$ cat config.mk
export PLATFORM = sky130hd
export DESIGN_NAME = pm_ack_seq
export DESIGN_NICKNAME = d
export VERILOG_FILES = /design/src/rtl/pm_ack_pkg.sv /design/src/rtl/pm_rst_sync.sv /design/src/rtl/pm_adv_counter.sv /design/src/rtl/pm_ack_fsm.sv /design/src/rtl/pm_ack_seq.sv
export SDC_FILE = /design/constraint.sdc
export NUM_CORES = 1
export LEC_CHECK = 0
export ABC_CLOCK_PERIOD_IN_PS = 1130
export BUFFER_PORTS_ARGS = -buffer_cell sky130_fd_sc_hd__buf_2
export CORE_AREA = 2 2 39 41
export DETAILED_ROUTE_END_ITERATION = 16
export DIE_AREA = 0 0 41 43
export PLACE_DENSITY = 0.4
export SYNTH_ARGS = -nofsm -noshare
export SYNTH_HDL_FRONTEND = slang
export SYNTH_SLANG_ARGS = --single-unit
$ cat constraint.sdc
create_clock -name clk -period 1.13 [get_ports clk]
set_clock_uncertainty 0.15 [all_clocks]
set_input_delay 0.226 -clock clk [delete_from_list [all_inputs] [get_ports clk]]
set_output_delay 0.226 -clock clk [all_outputs]
set_load 0.01 [all_outputs]
$ cat src/rtl/pm_ack_pkg.sv
`timescale 1ns/1ps
package pm_ack_pkg;
  typedef enum logic {
    PM_WAIT = 1'b0,
    PM_ACK  = 1'b1
  } pm_state_e;
endpackage

$ cat src/rtl/pm_rst_sync.sv
`timescale 1ns/1ps
module pm_rst_sync #(
  parameter int STAGES = 2
) (
  input  logic clk,
  input  logic arst_n,
  output logic srst_n
);
  logic [STAGES-1:0] sync_q;

  always_ff @(posedge clk or negedge arst_n) begin
    if (!arst_n) sync_q <= '0;
    else         sync_q <= {sync_q[STAGES-2:0], 1'b1};
  end

  assign srst_n = sync_q[STAGES-1];
endmodule

$ cat src/rtl/pm_adv_counter.sv
`timescale 1ns/1ps
module pm_adv_counter #(
  parameter int MODULUS = 7,
  localparam int W = $clog2(MODULUS)
) (
  input  logic         clk,
  input  logic         rst_n,
  input  logic         clr,
  input  logic         inc,
  output logic [W-1:0] cnt_q,
  output logic         wrap
);
  localparam logic [W-1:0] TOP = W'(MODULUS - 1);

  logic [W-1:0] cnt_d;
  logic         cnt_en;

  // clear has priority over increment
  always_comb begin
    cnt_en = clr | inc;
    if (clr)               cnt_d = '0;
    else if (cnt_q == TOP) cnt_d = '0;
    else                   cnt_d = cnt_q + W'(1);
  end

  assign wrap = inc & (cnt_q == TOP);

  always_ff @(posedge clk or negedge rst_n) begin
    if (!rst_n)      cnt_q <= '0;
    else if (cnt_en) cnt_q <= cnt_d;
  end
endmodule

$ cat src/rtl/pm_ack_fsm.sv
`timescale 1ns/1ps
module pm_ack_fsm
  import pm_ack_pkg::*;
(
  input  logic clk,
  input  logic rst_n,
  input  logic enter_req,
  input  logic adv,
  input  logic phy_rdy,
  input  logic wrap,
  output logic cnt_clr,
  output logic cnt_inc,
  output logic ack,
  output logic in_ack
);
  pm_state_e state_q, state_d;
  logic      acking, abort_now, done_now;

  always_comb begin
    acking    = (state_q == PM_ACK);
    abort_now = acking & ~phy_rdy;
    cnt_inc   = acking & phy_rdy & adv;
    done_now  = acking & phy_rdy & wrap;
    // one clear path covers entry and both kinds of exit
    cnt_clr   = abort_now | done_now | (~acking & enter_req);
    // strong abort: no acknowledge in the exit cycle
    ack       = acking & ~abort_now & ~done_now;
    state_d   = state_q;
    unique case (state_q)
      PM_WAIT: if (enter_req)             state_d = PM_ACK;
      PM_ACK:  if (abort_now || done_now) state_d = PM_WAIT;
      default:                            state_d = PM_WAIT;
    endcase
  end

  always_ff @(posedge clk or negedge rst_n) begin
    if (!rst_n) state_q <= PM_WAIT;
    else        state_q <= state_d;
  end

  assign in_ack = acking;
endmodule

$ cat src/rtl/pm_ack_seq.sv
`timescale 1ns/1ps
module pm_ack_seq #(
  parameter int ADV_COUNT  = 7,
  parameter int RST_STAGES = 2
) (
  input  logic clk,
  input  logic rst_n,
  input  logic enter_req,
  input  logic adv,
  input  logic phy_rdy,
  output logic ack,
  output logic in_ack
);
  localparam int CNT_W = $clog2(ADV_COUNT);

  logic             rst_sync_n;
  logic             cnt_clr, cnt_inc, wrap;
  logic [CNT_W-1:0] cnt_q;

  pm_rst_sync #(.STAGES(RST_STAGES)) u_rst (
    .clk   (clk),
    .arst_n(rst_n),
    .srst_n(rst_sync_n)
  );

  pm_adv_counter #(.MODULUS(ADV_COUNT)) u_cnt (
    .clk  (clk),
    .rst_n(rst_sync_n),
    .clr  (cnt_clr),
    .inc  (cnt_inc),
    .cnt_q(cnt_q),
    .wrap (wrap)
  );

  pm_ack_fsm u_fsm (
    .clk      (clk),
    .rst_n    (rst_sync_n),
    .enter_req(enter_req),
    .adv      (adv),
    .phy_rdy  (phy_rdy),
    .wrap     (wrap),
    .cnt_clr  (cnt_clr),
    .cnt_inc  (cnt_inc),
    .ack      (ack),
    .in_ack   (in_ack)
  );
endmodule

==> out/metrics.yaml <==
outcome:
  status: "finished, violations left"
  failed_checks: "setup timing"
synthesis:
  synth_cells: 26
  synth_edf_count: 0
  ys_types: 17
  synth.top_cell.area_share_pct: 55.8
  synth_largest_area_cell: "dfrtp_1"
  synth_area_per_cell_um2: 10.3
  syn_area_um2: 269
  ys_ff_latch: 6
  synth_ff_type: "dfrtp_1"
  post_synth_most_frequent_cells: "6 x dfrtp_1, 2 x a31oi_1, 2 x inv_1, 2 x nand2_1, 2 x nand2b_1"
  synth_nets: 31
  synth.area.top_cells: "dfrtp_1 56%, a31oi_1 4.7%, nand2b_1 4.7%, and4_1 3.3%, nand4b_1 3.3%"
  post-synth-top-count-cell: "dfrtp_1"
  yosysWarningCount: 0
  synthArstFlopShare_pct: 100
  ys_seq_area_share_pct: 55.8
sta:
  rsz0062_at_grt: "true"
  hold_violations: 0
  finalWorstSetupSlack_ns: -0.266
  setup_viol: 5
  period_minus_slack_ns: 1.40
  fin_crit_sh_pct: 124
  clock.fmax_mhz: 716
  drv_slew: 0
  fin_tns_setup_ns: -0.572
  hold_ws_ns: 0.149
global_routing:
  grt_pass1_vias: 295
  grt_overflow_total: 0
  grt_pass1_wl_um: 1150
  grt_max_degree: 6
  grt_use_total_pct: 10.1
  antenna_found_initial: 0
cells_and_area:
  fin_nets: 50
  syn2layout_area_growth_pct: 61.9
  fin_cells: 59
  num_antenna_cells: 0
  layout-drive-gt1-share_pct: 51.2
setup_path:
  cp.arrival_ns: 1.02
  regToRegSetupSlack_ns: -0.08
  path_max_fanout: 2
  r2r-start: "u_cnt.cnt_q[0]$_DFFE_PN0P_"
  slowest_stage: "dfrtp_1"
  path_cells: "nor2b_2 > a31oi_2 > buf_2"
  critical_path_class: "register to output pin"
  crit_path_start_kind: "register"
  worst_setup_path_end_kind: "output pin"
  critical_path_required_ns: 0.75
  r2r_end: "u_cnt.cnt_q[1]$_DFFE_PN0P_"
  r2r_cells: 5
  critPathTopFamily: "flip-flops"
  max_stage_delay_ns: 0.38
  worst-path-buf-inv: 1
placement:
  dp.cells: 51
  hpwl_um: 503
  port_buffers: 6
  finalWeightedCongestion: 0.540
clock_network:
  cts-root-buf: "clkbuf_4"
  numCtsBuffers: 3
  htree_levels: 1
  clk_latency_ns: 0.24
  cts_tree: "done"
  cts.sink_count: 6
  path_clk_slew_ns: 0.04
  cts.path.max_buffers: 2
power:
  p_total_mw: 0.663
  pwr_density_cell_nw_per_um2: 1520
  max-vdd-ir-drop_mv: 0.400
  power.leakage_nw: 0.201
detailed_routing:
  dr.pass1.iters: 2
  vias_per_cell: 4.37
  vias: 258
  postRouteAntennaNets: 0
  remaining_drc_errors: 0
  first_iter_violations: 3
  wl_per_cell_um: 11.2
  wl_um: 661
die:
  core_um2: 1380
  die_h_um: 43
  die_x_um: 41
  die_area_um2: 1760
  start_util_pct: 19.4
  ios: 7
  fp-row-count: 14
worst_hold_path:
  min_path_type: "primary input to asynchronous set/reset pin"
run:
  cap_violations: 0
-- layout make-up --
type                       count  area (µm²)
timing repair buffer          14         105
multi-input combinational     18         130
fill                         146         948
inverter                       2        7.51
tap                           16        20.0
sequential                     6         150
clock buffer                   3        22.5
-- where the power goes --
group          internal [mW]  switching [mW]
clock                  0.120          0.0689
sequential             0.247          0.0230
combinational          0.110          0.0949
total                  0.477           0.187
-- through the flow --
step / util [%] / setup WS, ns / cell area, µm²
2_1_floorplan: - / 0.00883 / 275
3_3_place_gp: 25.1 / -0.0403 / 348
3_5_place_dp: 25.1 / -0.0763 / 348
4_1_cts: 30.2 / -0.276 / 418
5_1_grt: 31.5 / -0.323 / 435
6_report: 31.5 / -0.266 / 435
-- flip-flops by register name, indices dropped and copies added, names as in the netlist --
register      flops
u_cnt.cnt_q       3
u_rst.sync_q      2
u_fsm.in_ack      1
-- logic make-up after synthesis --
family / after synthesis / synth area share, %
compound gates: 5 / 13.0
other cells: 1 / 1.39
simple gates: 12 / 27.0
buf+inv: 2 / 2.79
flops: 6 / 55.8
-- worst max path at each step --
stage	from	to	slack (ns)	depth (start not counted)
finish	u_cnt.cnt_q[0]$_DFFE_PN0P_	ack	-0.27	3
global route	u_cnt.cnt_q[0]$_DFFE_PN0P_	ack	-0.32	3
CTS	u_cnt.cnt_q[0]$_DFFE_PN0P_	ack	-0.28	3
detailed placement	u_cnt.cnt_q[0]$_DFFE_PN0P_	ack	-0.08	3
global placement	adv	ack	-0.04	4
floorplan	u_fsm.in_ack$_DFF_PN0_	u_cnt.cnt_q[2]$_DFFE_PN0P_	0.009	3
-- layer usage --
metal  GRT usage, %  vias to the layer above  part of all wire [%]
met5              0                        -                     0
met4           8.00                        0                     0
met3           3.14                        0                   4.4
met2           15.9                        6                    57
met1           10.2                      125                    39
li1               -                      127                     -
-- timing repair --
action / in CTS / in global routing
setup buffers: 2 / 1
pin swaps: 5 / 3
hold buffers: 2 / 0
resized for setup: 3 / 4
setup endpoints to repair: 5 / 5
hold endpoints to repair: 6 / 0
-- cells in the final DEF, fill, tap and decap left out, types with 2 or more instances in the layout --
cell type,instances
dlygate4sd3_1,2
nand2b_1,2
dfrtp_1,6
buf_4,5
nand2_1,2
clkbuf_4,3
buf_6,2
buf_2,5
Power figures use the tool's default switching activity.
